[config.mk]
export PLATFORM = sky130hd
export DESIGN_NAME = tx_encap
export DESIGN_NICKNAME = d
export VERILOG_FILES = /design/src/rtl/tx_encap_pkg.sv /design/src/rtl/tx_encap_unpack.sv /design/src/rtl/tx_encap_crc.sv /design/src/rtl/tx_encap_seq.sv /design/src/rtl/tx_encap.sv
export SDC_FILE = /design/constraint.sdc
export NUM_CORES = 1
export LEC_CHECK = 0
export ABC_AREA = 1
export BUFFER_PORTS_ARGS = -buffer_cell sky130_fd_sc_hd__buf_4
export CORE_UTILIZATION = 50
export DETAILED_ROUTE_END_ITERATION = 10
export PLACE_DENSITY = 0.69
export SYNTH_ARGS = -nofsm -noshare
export SYNTH_HDL_FRONTEND = slang
export SYNTH_SLANG_ARGS = --single-unit
[constraint.sdc]
create_clock -name clk -period 3.02 [get_ports clk]
set_input_delay 0 -clock clk [delete_from_list [all_inputs] [get_ports clk]]
set_output_delay 0 -clock clk [all_outputs]
set_load 0.03 [all_outputs]
[src/rtl/tx_encap_pkg.sv]
package tx_encap_pkg;

  typedef enum logic [2:0] {
    PH_IDLE,
    PH_PRE,
    PH_DATA,
    PH_PAD,
    PH_FCS
  } phase_t;

  localparam logic [7:0]  PRE_BYTE      = 8'h55;
  localparam logic [7:0]  SFD_BYTE      = 8'hD5;
  localparam logic [31:0] CRC_SEED      = 32'hFFFF_FFFF;
  localparam logic [31:0] CRC_POLY_REFL = 32'hEDB8_8320;

  // One byte through the reflected CRC-32 register, bit 0 of the byte first.
  function automatic logic [31:0] crc32_step(logic [31:0] c, logic [7:0] b);
    logic [31:0] r;
    logic        fb;
    r = c;
    for (int i = 0; i < 8; i++) begin
      fb = r[0] ^ b[i];
      r  = r >> 1;
      if (fb) r = r ^ CRC_POLY_REFL;
    end
    return r;
  endfunction

endpackage

[src/rtl/tx_encap_unpack.sv]
module tx_encap_unpack #(
  parameter int LANES = 4,
  localparam int DW   = 8 * LANES
) (
  input  logic             clk,
  input  logic             rst_n,
  input  logic             accept_en,
  input  logic             pkt_start,
  input  logic             in_valid,
  input  logic [DW-1:0]    in_data,
  input  logic [LANES-1:0] in_be_n,
  input  logic             in_eof,
  input  logic             in_nocrc,
  output logic             in_ready,
  output logic             word_eof,
  output logic             byte_valid,
  output logic [7:0]       byte_data,
  output logic             byte_eof,
  input  logic             byte_pop,
  output logic             pkt_nocrc
);

  logic [DW-1:0]    wbuf;
  logic [LANES-1:0] wmask;
  logic [LANES-1:0] low;
  logic [LANES-1:0] rest;
  logic             weof;
  logic             full;
  logic             word_take;

  assign in_ready   = accept_en && !full;
  assign word_take  = in_valid && in_ready;
  assign word_eof   = word_take && in_eof;
  assign byte_valid = full;

  // lowest pending lane as a one-hot mask
  assign low  = wmask & (~wmask + LANES'(1));
  assign rest = wmask & ~low;
  assign byte_eof = weof && (rest == '0);

  always_comb begin
    byte_data = '0;
    for (int i = 0; i < LANES; i++) begin
      if (low[i]) byte_data = byte_data | wbuf[8*i +: 8];
    end
  end

  always_ff @(posedge clk) begin
    if (!rst_n) begin
      wbuf      <= '0;
      wmask     <= '0;
      weof      <= 1'b0;
      full      <= 1'b0;
      pkt_nocrc <= 1'b0;
    end else begin
      if (word_take) begin
        if (|(~in_be_n)) begin
          wbuf  <= in_data;
          wmask <= ~in_be_n;
          weof  <= in_eof;
          full  <= 1'b1;
        end
      end else if (byte_pop) begin
        wmask <= rest;
        if (rest == '0) full <= 1'b0;
      end
      if (pkt_start)                  pkt_nocrc <= 1'b0;
      else if (word_take && in_nocrc) pkt_nocrc <= 1'b1;
    end
  end

  // a byte is only taken from a held word
  assert_pop_from_held_R3: assert property (@(posedge clk) disable iff (!rst_n)
    byte_pop |-> byte_valid);

  // a held word always offers a lane
  assert_held_has_lane_R3: assert property (@(posedge clk) disable iff (!rst_n)
    byte_valid |-> $countones(low) == 1);

endmodule

[src/rtl/tx_encap_crc.sv]
module tx_encap_crc
  import tx_encap_pkg::*;
#(
  parameter int FCS_BYTES = 4,
  localparam int FSW      = $clog2(FCS_BYTES)
) (
  input  logic           clk,
  input  logic           rst_n,
  input  logic           init,
  input  logic           upd,
  input  logic [7:0]     din,
  input  logic [FSW-1:0] sel,
  output logic [7:0]     fcs_byte
);

  logic [31:0] crc;
  logic [31:0] fcs;

  assign fcs = ~crc;

  always_comb begin
    fcs_byte = '0;
    for (int i = 0; i < FCS_BYTES; i++) begin
      if (sel == FSW'(i)) fcs_byte = fcs[8*i +: 8];
    end
  end

  always_ff @(posedge clk) begin
    if (!rst_n)    crc <= CRC_SEED;
    else if (init) crc <= CRC_SEED;
    else if (upd)  crc <= crc32_step(crc, din);
  end

  // the register is never preset and advanced in one cycle
  assert_seed_excl_step_R4: assert property (@(posedge clk) disable iff (!rst_n)
    !(init && upd));

  // the register holds while the FCS is being read out
  assert_hold_when_idle_R4: assert property (@(posedge clk) disable iff (!rst_n)
    !$past(upd) && !$past(init) |-> $stable(crc));

endmodule

[src/rtl/tx_encap_seq.sv]
module tx_encap_seq
  import tx_encap_pkg::*;
#(
  parameter int PRE_LEN   = 7,
  parameter int MIN_BODY  = 60,
  parameter int FCS_BYTES = 4,
  localparam int CMAX     = (PRE_LEN > FCS_BYTES) ? PRE_LEN : FCS_BYTES,
  localparam int CW       = $clog2(CMAX + 1),
  localparam int BW       = $clog2(MIN_BODY + 1),
  localparam int FSW      = $clog2(FCS_BYTES)
) (
  input  logic           clk,
  input  logic           rst_n,
  input  logic           in_valid,
  input  logic           cfg_nopre,
  input  logic           cfg_autopad,
  input  logic           cfg_nocrc_all,
  input  logic           pkt_nocrc,
  input  logic           word_eof,
  input  logic           byte_valid,
  input  logic [7:0]     byte_data,
  input  logic           byte_eof,
  output logic           byte_pop,
  input  logic [7:0]     fcs_byte,
  output logic [FSW-1:0] fcs_sel,
  output logic           crc_init,
  output logic           crc_upd,
  output logic [7:0]     crc_din,
  output logic           pkt_start,
  output logic           accept_en,
  output logic           out_valid,
  output logic [7:0]     out_data,
  output logic           out_last,
  input  logic           out_ready
);

  phase_t        phase;
  logic [CW-1:0] cnt;
  logic [BW-1:0] body;
  logic [BW-1:0] body_next;
  logic          pkt_open;
  logic          pad_en;
  logic          crc_on;
  logic          pad_more;
  logic          fcs_end;
  logic          fire;

  assign pkt_start = (phase == PH_IDLE) && in_valid;
  assign accept_en = pkt_open;
  assign crc_on    = !(cfg_nocrc_all || pkt_nocrc);
  assign body_next = (body >= BW'(MIN_BODY)) ? body : body + BW'(1);
  assign pad_more  = pad_en && (body_next < BW'(MIN_BODY));
  assign fcs_end   = (cnt == CW'(FCS_BYTES - 1));
  assign fire      = out_valid && out_ready;
  assign byte_pop  = (phase == PH_DATA) && fire;
  assign crc_init  = pkt_start;
  assign crc_upd   = fire && ((phase == PH_DATA) || (phase == PH_PAD));
  assign crc_din   = out_data;
  assign fcs_sel   = cnt[FSW-1:0];

  always_comb begin
    out_valid = 1'b0;
    out_data  = '0;
    out_last  = 1'b0;
    unique case (phase)
      PH_PRE: begin
        out_valid = 1'b1;
        out_data  = (cnt == CW'(PRE_LEN)) ? SFD_BYTE : PRE_BYTE;
      end
      PH_DATA: begin
        out_valid = byte_valid;
        out_data  = byte_data;
        out_last  = byte_eof && !pad_more && !crc_on;
      end
      PH_PAD: begin
        out_valid = 1'b1;
        out_last  = !pad_more && !crc_on;
      end
      PH_FCS: begin
        out_valid = 1'b1;
        out_data  = fcs_byte;
        out_last  = fcs_end;
      end
      default: ;
    endcase
  end

  always_ff @(posedge clk) begin
    if (!rst_n) begin
      phase    <= PH_IDLE;
      cnt      <= '0;
      body     <= '0;
      pkt_open <= 1'b0;
      pad_en   <= 1'b0;
    end else begin
      if (word_eof) pkt_open <= 1'b0;
      unique case (phase)
        PH_IDLE: begin
          if (pkt_start) begin
            pkt_open <= 1'b1;
            pad_en   <= cfg_autopad;
            body     <= '0;
            cnt      <= '0;
            phase    <= cfg_nopre ? PH_DATA : PH_PRE;
          end
        end
        PH_PRE: begin
          if (fire) begin
            if (cnt == CW'(PRE_LEN)) begin
              cnt   <= '0;
              phase <= PH_DATA;
            end else begin
              cnt <= cnt + CW'(1);
            end
          end
        end
        PH_DATA: begin
          if (fire) begin
            body <= body_next;
            if (byte_eof) begin
              cnt <= '0;
              if (pad_more)    phase <= PH_PAD;
              else if (crc_on) phase <= PH_FCS;
              else             phase <= PH_IDLE;
            end
          end
        end
        PH_PAD: begin
          if (fire) begin
            body <= body_next;
            if (!pad_more) phase <= crc_on ? PH_FCS : PH_IDLE;
          end
        end
        PH_FCS: begin
          if (fire) begin
            if (fcs_end) phase <= PH_IDLE;
            else         cnt   <= cnt + CW'(1);
          end
        end
        default: phase <= PH_IDLE;
      endcase
    end
  end

  // a stalled byte holds
  assert_stall_hold_R8: assert property (@(posedge clk) disable iff (!rst_n)
    out_valid && !out_ready |=> out_valid && $stable(out_data) && $stable(out_last));

  // input stays closed once the frame has been handed over
  assert_closed_after_last_R9: assert property (@(posedge clk) disable iff (!rst_n)
    fire && out_last |=> !accept_en);

  // a padded frame reaches the minimum body before its FCS
  assert_pad_before_fcs_R7: assert property (@(posedge clk) disable iff (!rst_n)
    (phase == PH_FCS) && pad_en |-> body >= BW'(MIN_BODY));

  // the data phase follows the delimiter
  assert_pre_length_R2: assert property (@(posedge clk) disable iff (!rst_n)
    ($past(phase) == PH_PRE) && (phase == PH_DATA) |-> $past(cnt) == CW'(PRE_LEN));

  // no FCS is read out while suppression is active
  assert_fcs_enabled_R5: assert property (@(posedge clk) disable iff (!rst_n)
    (phase == PH_FCS) |-> crc_on);

endmodule

[src/rtl/tx_encap.sv]
module tx_encap #(
  parameter int LANES     = 4,
  parameter int PRE_LEN   = 7,
  parameter int MIN_FRAME = 64,
  localparam int FCS_BYTES = 4,
  localparam int MIN_BODY  = MIN_FRAME - FCS_BYTES,
  localparam int DW        = 8 * LANES,
  localparam int FSW       = $clog2(FCS_BYTES)
) (
  input  logic             clk,
  input  logic             rst_n,
  input  logic             in_valid,
  output logic             in_ready,
  input  logic [DW-1:0]    in_data,
  input  logic [LANES-1:0] in_be_n,
  input  logic             in_eof,
  input  logic             in_nocrc,
  input  logic             cfg_nopre,
  input  logic             cfg_autopad,
  input  logic             cfg_nocrc_all,
  output logic             out_valid,
  input  logic             out_ready,
  output logic [7:0]       out_data,
  output logic             out_last
);

  logic           accept_en;
  logic           pkt_start;
  logic           word_eof;
  logic           byte_valid;
  logic [7:0]     byte_data;
  logic           byte_eof;
  logic           byte_pop;
  logic           pkt_nocrc;
  logic           crc_init;
  logic           crc_upd;
  logic [7:0]     crc_din;
  logic [FSW-1:0] fcs_sel;
  logic [7:0]     fcs_byte;

  tx_encap_unpack #(.LANES(LANES)) u_unpack (
    .clk        (clk),
    .rst_n      (rst_n),
    .accept_en  (accept_en),
    .pkt_start  (pkt_start),
    .in_valid   (in_valid),
    .in_data    (in_data),
    .in_be_n    (in_be_n),
    .in_eof     (in_eof),
    .in_nocrc   (in_nocrc),
    .in_ready   (in_ready),
    .word_eof   (word_eof),
    .byte_valid (byte_valid),
    .byte_data  (byte_data),
    .byte_eof   (byte_eof),
    .byte_pop   (byte_pop),
    .pkt_nocrc  (pkt_nocrc)
  );

  tx_encap_crc #(.FCS_BYTES(FCS_BYTES)) u_crc (
    .clk      (clk),
    .rst_n    (rst_n),
    .init     (crc_init),
    .upd      (crc_upd),
    .din      (crc_din),
    .sel      (fcs_sel),
    .fcs_byte (fcs_byte)
  );

  tx_encap_seq #(
    .PRE_LEN   (PRE_LEN),
    .MIN_BODY  (MIN_BODY),
    .FCS_BYTES (FCS_BYTES)
  ) u_seq (
    .clk           (clk),
    .rst_n         (rst_n),
    .in_valid      (in_valid),
    .cfg_nopre     (cfg_nopre),
    .cfg_autopad   (cfg_autopad),
    .cfg_nocrc_all (cfg_nocrc_all),
    .pkt_nocrc     (pkt_nocrc),
    .word_eof      (word_eof),
    .byte_valid    (byte_valid),
    .byte_data     (byte_data),
    .byte_eof      (byte_eof),
    .byte_pop      (byte_pop),
    .fcs_byte      (fcs_byte),
    .fcs_sel       (fcs_sel),
    .crc_init      (crc_init),
    .crc_upd       (crc_upd),
    .crc_din       (crc_din),
    .pkt_start     (pkt_start),
    .accept_en     (accept_en),
    .out_valid     (out_valid),
    .out_data      (out_data),
    .out_last      (out_last),
    .out_ready     (out_ready)
  );

endmodule

# Word level (Yosys, flattened, before mapping)
# Cells that the tools add are included.
# W data, S select, Z words.
# classes
n_addsub	3
magnitude_cmp	2
n_eq_ne	21
muxes	76
bitwise	26
n_reduce_logical	35
# op_table
cell	n
$mux W32	29
$not A13 Y14	8
$mux W8	9
$mux W3	18
$not A32 Y32	1
$or A8 B8 Y8	3
$pmux W8 S3	1
$mux W6	3
$ne A2 B1 Y1 const B	8
$pmux W3 S5	1
$logic_and A1 B1 Y1	13
$mux W4	3
$not A4 Y4	3
$pmux W3 S4	1
$pmux W6 S2	1
$eq A3 B2 Y1 const B	3
$reduce_and A9 Y1	1
$and A4 B4 Y4	2
$ne A2 B2 Y1 const B	4
$xor A1 B1 Y1	8
$mux W1	7
$reduce_and A7 Y1	1
$add A6 B1 Y6 const B	1
$eq A3 B3 Y1 const B	2
other kinds (23)	32
# totals
ff_bits	85
out_inout_bits	11
wordCells	174

# Depth between registers and ports, before layout
# depth
word_depth	48
depth_mapped	20
mapped_depth_nobuf	20

# Hierarchy
# A second synthesis with hierarchy kept.
# unflattened
cells_unflattened	811
area_unflattened_um2	5415.2
# modules_own_cells
module	instances	cells_each	area_each_um2	seq_area_each_um2
tx_encap_crc	1	395	2481.1	640.6
tx_encap_unpack	1	233	1750.4	780.7
tx_encap_seq	1	183	1183.6	280.3

# Least setup slack after synthesis
# OpenSTA, ideal clock, no wires.
# synth_path
kind	flip-flop to flip-flop
startpoint	register u_seq.cnt[0]
endpoint	register u_crc.crc[18]
arrival_time_ns	2.130
setup_slack_ns	0.775
path_stages_with_launch	18
n_path_buf	1
period_less_slack_ns	2.245
path_cell_list	dfxtp_1 inv_1 ha_1 buf_2 inv_1 o21ai_0 o21ai_0 nand2_1 nand3_2 nand2_1 nand2_2 nand2_1 nand2_4 nand2_1 nand2_1 nand2_1 nand3_1 nand2_1
# synth_via
elab_cells_between_ends	48
cone_classes	eq/ne (3); mux (34); bitwise (10); reduce/logical (1)
# synth_rtl
item	line	text
from (decl)	tx_encap_seq.sv:38	logic [CW-1:0] cnt;
from (signal assigned)	tx_encap_seq.sv:113	cnt <= cnt + CW'(1);
from (signal assigned)	tx_encap_seq.sv:137	else cnt <= cnt + CW'(1);
$logic_not A2 Y1	tx_encap_crc.sv:24	if (sel == FSW'(i)) fcs_byte = fcs[8*i +: 8];
$mux W8 (3 in a row)	tx_encap_crc.sv:24	
$mux W8 *	tx_encap_crc.sv:24	
$pmux W8 S3 *	tx_encap_seq.sv:65	unique case (phase)
via out_data[4]	tx_encap.sv:23	output logic [7:0] out_data,
$xor A1 B1 Y1 *	tx_encap_pkg.sv:22	fb = r[0] ^ b[i];
$mux W32 *	tx_encap_pkg.sv:24	if (fb) r = r ^ CRC_POLY_REFL;
$mux W32 *	tx_encap_crc.sv:31	else if (upd) crc <= crc32_step(crc, din);
(+5 left out)	--	
$mux W32 *	tx_encap_crc.sv:30	else if (init) crc <= CRC_SEED;
$mux W32 *	tx_encap_crc.sv:29	if (!rst_n) crc <= CRC_SEED;
$not A13 Y14 (no line)	--	
$mux W32 *	tx_encap_pkg.sv:24	
$mux W32 *	tx_encap_crc.sv:31	
$mux W32 *	tx_encap_crc.sv:30	
$mux W32 *	tx_encap_crc.sv:29	
$mux W32 *	tx_encap_pkg.sv:24	
to (signal assigned)	tx_encap_crc.sv:31	
to (decl)	tx_encap_crc.sv:16	logic [31:0] crc;
# Mark *: on every way through the listed nets, which the timed path passes. The rest lies on a longest branch. The select of a mux whose other input is x is not followed.
# A chain may end at the register's enable or synchronous reset.

# Worst setup path in the final report
# layout_path
startpoint	register u_seq.cnt[0]
endpoint	register u_crc.crc[19]
# layout_via
elab_chain_len	41
elab_cells_between_ends	52
cone_classes	eq/ne (4); mux (35); bitwise (12); reduce/logical (1)
# layout_rtl
item	line
$logic_not A2 Y1	tx_encap_crc.sv:24
$mux W8 (4 in a row)	tx_encap_crc.sv:24
$pmux W8 S3 *	tx_encap_seq.sv:65
$xor A1 B1 Y1	tx_encap_pkg.sv:22
$mux W32	tx_encap_pkg.sv:24
$mux W32	tx_encap_crc.sv:31
$mux W32	tx_encap_crc.sv:30
$mux W32	tx_encap_crc.sv:29
(+22 left out)	--
$mux W32	tx_encap_crc.sv:29
$not A13 Y14 (no line)	--
$mux W32	tx_encap_pkg.sv:24
$mux W32	tx_encap_crc.sv:31
$mux W32	tx_encap_crc.sv:30
$mux W32	tx_encap_crc.sv:29
$not A13 Y14 (no line)	--
$mux W32 *	tx_encap_pkg.sv:24
# Mark *: on every way between the ends. The rest lies on a longest branch, timed or not. The select of a mux whose other input is x is not followed.

==> impl_metrics.py <==
metrics = {
    "floorplan": {
        "dieArea_um2": 11100,
        "core-area_um2": 10300,
        "die_h_um": 105,
        "std_cell_rows": 37,
        "io_pins": 56,
        "die_width_um": 105,
        "initial_core_util": 0.517,
    },
    "logic_synthesis": {
        "synth_cell_types": 42,
        "synth_simple_gate_area_frac": 0.367,
        "synth_edf_count": 0,
        "synth_fa_ha_area_frac": 0.0164,
        "ys_seq_elements": 85,
        "synth_top_family_by_area": "simple AND/OR/NAND/NOR gates",
        "synth_area_um2": 5330,
        "synth.area.mux_share": 0,
        "syn-num-nets": 872,
        "synth_xor_area_frac": 0.0535,
        "syn-instance-count": 820,
        "synth_compound_area_frac": 0.161,
        "avgSynthCellArea_um2": 6.50,
        "ys_seq_area_frac": 0.319,
        "async_flop_share": 0,
        "yosys_warnings": 0,
        "synthFlopType": "dfxtp_1",
    },
    "critical_path": {
        "crit_path_frequent_cell": "nand2_1",
        "crit_buf_inv": 2,
        "cp_max_fo": 11,
        "crit_slowest_cell": "dfxtp_1",
        "path_delay_family": "simple AND/OR/NAND/NOR gates",
        "startpoint_type": "flop",
        "r2r_setup_slack_ns": 0.41,
        "path_class": "flop to flop",
        "required_ns": 3.30,
        "critPathMaxStageDelay_ns": 0.39,
        "cp-end-kind": "flop",
        "worstPathArrival_ns": 2.88,
        "cp_cell_sequence": "inv_1, ha_1, inv_1, nand3_1, nand2_1, nand2_1, nand2_2, nand2_1, nand2_1, nand2_2, nand2_4, nor2_1, nor2_1, nand3_1, nand3_1, nand2_1",
    },
    "sta": {
        "drv_slew": 0,
        "max_freq_mhz": 383,
        "rsz0062_at_grt": "false",
        "worst_hold_slack_ns": 0.0270,
        "worst_clock_skew_ns": 0.0110,
        "setup-violations-final": 0,
        "min_period_ns": 2.61,
        "setup_tns_ns": 0,
        "worst_pin_slew_ns": 0.961,
        "hold_viol": 0,
        "relSlewSlack": 0.359,
        "timing.final.crit_share": 0.863,
    },
    "final_layout": {
        "syn_to_final_growth_pct": 20.9,
        "final_cell_mix": "201 x nand2_1, 108 x nor2_1, 85 x dfxtp_1",
        "antennaDiodeCount": 0,
        "fin_util": 0.625,
        "drive_gt1_frac": 0.166,
        "layout.cells.most_common": "nand2_1",
        "finalNetCount": 957,
    },
    "clock_network": {
        "cts_tree": "done",
        "cts_root_buf": "clkbuf_8",
        "clock_sinks": 85,
        "insertion_delay_ns": 0.39,
        "clk_pin_slew_ns": 0.09,
        "post-cts-setup-buffers": 0,
        "htreeDepth": 3,
        "cts_inserted_buffers": 9,
        "clockBufferDepth": 2,
    },
    "global_routing": {
        "grt_pass1_wl_mm": 25.8,
        "grt_pass1_vias": 5241,
        "grt_use_total": 0.297,
        "grt_max_degree": 41,
        "grt-ovfl-total": 0,
        "antenna_found_initial": 0,
    },
    "place": {
        "io_buffers": 55,
        "routabilityCongestion": 0.993,
        "dp_hpwl_mm": 11.3,
    },
    "routing": {
        "drt_pass1_iterations": 5,
        "drc": 0,
        "dr.first_iter.drc_count": 397,
        "viasPerCell": 5.38,
        "wl_mm": 15.6,
        "antenna_left": 0,
        "wire_per_inst_um": 15.0,
        "vias": 5625,
    },
    "power": {
        "p_per_area_nw_per_um2": 723,
        "p_leak_nw": 3.02,
        "peakVddDrop_mv": 0.436,
    },
    "worst_hold_path": {
        "hold_class": "input pin to flop",
    },
    "job": {
        "maxCapViolCount": 0,
    },
    "status": {
        "status": "finished clean",
    },
}
flip-flops by register name (all words and copies together) (netlist names):
name	cells
u_unpack.pkt_nocrc	1
u_seq.accept_en	1
u_seq.cnt	3
u_crc.crc	32
u_unpack.weof	1
u_unpack.byte_valid	1
u_unpack.wmask	4
u_seq.phase	3
u_seq.body	6
u_seq.pad_en	1
u_unpack.wbuf	32
tightest hold or removal path, cell delays in order:
cell	delay, ns
buf_4	0.22
o21ai_0	0.11
nor2_1	0.04
through the flow:
step	cell area, um^2	power [W]	std cells	worst slack [ns]
after detailed placement	5820	0.00369	989	0.383
final	6450	0.00466	1046	0.412
after floorplan	5330	0.00313	820	0.775
after CTS	6450	0.00464	1046	0.350
after global routing	6450	0.00501	1046	0.125
after global placement	5820	0.00365	989	0.461
Yosys cell counts (3+ instances only):
cell      instances  share of area
a211oi_1          6         0.0084
a21oi_1          67          0.063
a21oi_2           5         0.0082
buf_2             7         0.0066
buf_6             3         0.0063
clkbuf_1         15          0.011
dfxtp_1          85           0.32
ha_1              7          0.016
inv_1            63          0.044
inv_2             9         0.0063
inv_4             3         0.0035
nand2_1         201           0.14
nand2_2          31          0.036
nand2_4          11          0.023
nand3_1          60          0.056
nand3_2           3         0.0056
nand4_1           7         0.0082
nor2_1          109          0.077
nor2_2            3         0.0035
o211ai_1          8          0.011
o21ai_0          60          0.056
o21ai_1           5         0.0047
o22ai_1           3         0.0035
xnor2_1           5         0.0082
xor2_1           22          0.036
xor2_2            3         0.0091
logic make-up after synthesis:
| kind of cell | Yosys count |
|---|---|
| AND/OR/NAND/NOR | 435 |
| AO/OA/AOI/OAI | 158 |
| buffers and inverters | 105 |
| flip-flops | 85 |
| XOR/XNOR | 30 |
| adder cells (fa/ha/maj) | 7 |
where the power goes:
part	internal (W)	total [W]	switching (W)
clock	0.000469	0.000904	0.000435
combinational	0.000779	0.00235	0.00157
sequential	0.00127	0.00141	0.000138
area by class of cell:
class                   count  area, um^2
fillers                   945        3870
multi-input cells         630        3200
flip-flops and latches     85        1700
repair buffers            103         876
inverters                  76         293
well taps                 136         170
clock buffers              11         131
clock inverters             5        83.8
routing by layer:
metal  vias to the layer above  share of wire  track usage
li1                       2820              -            -
met3                        37          0.074       0.0606
met4                         0          0.032        0.129
met2                       199           0.46        0.477
met1                      2569           0.43        0.384
met5                         -              0            0
repair_timing:
action,4_1_cts,5_1_grt
endpoints found under the hold margin,42,0
hold buffers,41,0
gates resized for setup,0,1
setup endpoints to repair,0,1
path summary, 6_finish.rpt:
path | start | end | cells after the start
max | u_seq.cnt[0] | u_crc.crc[19] | 16
min | rst_n | u_unpack.weof | 3
max reg2reg | u_seq.cnt[0] | u_crc.crc[19] | 16
min reg2reg | u_unpack.wbuf[19] | u_unpack.wbuf[19] | 2
Note: power is estimated with default switching activity, not from simulation.
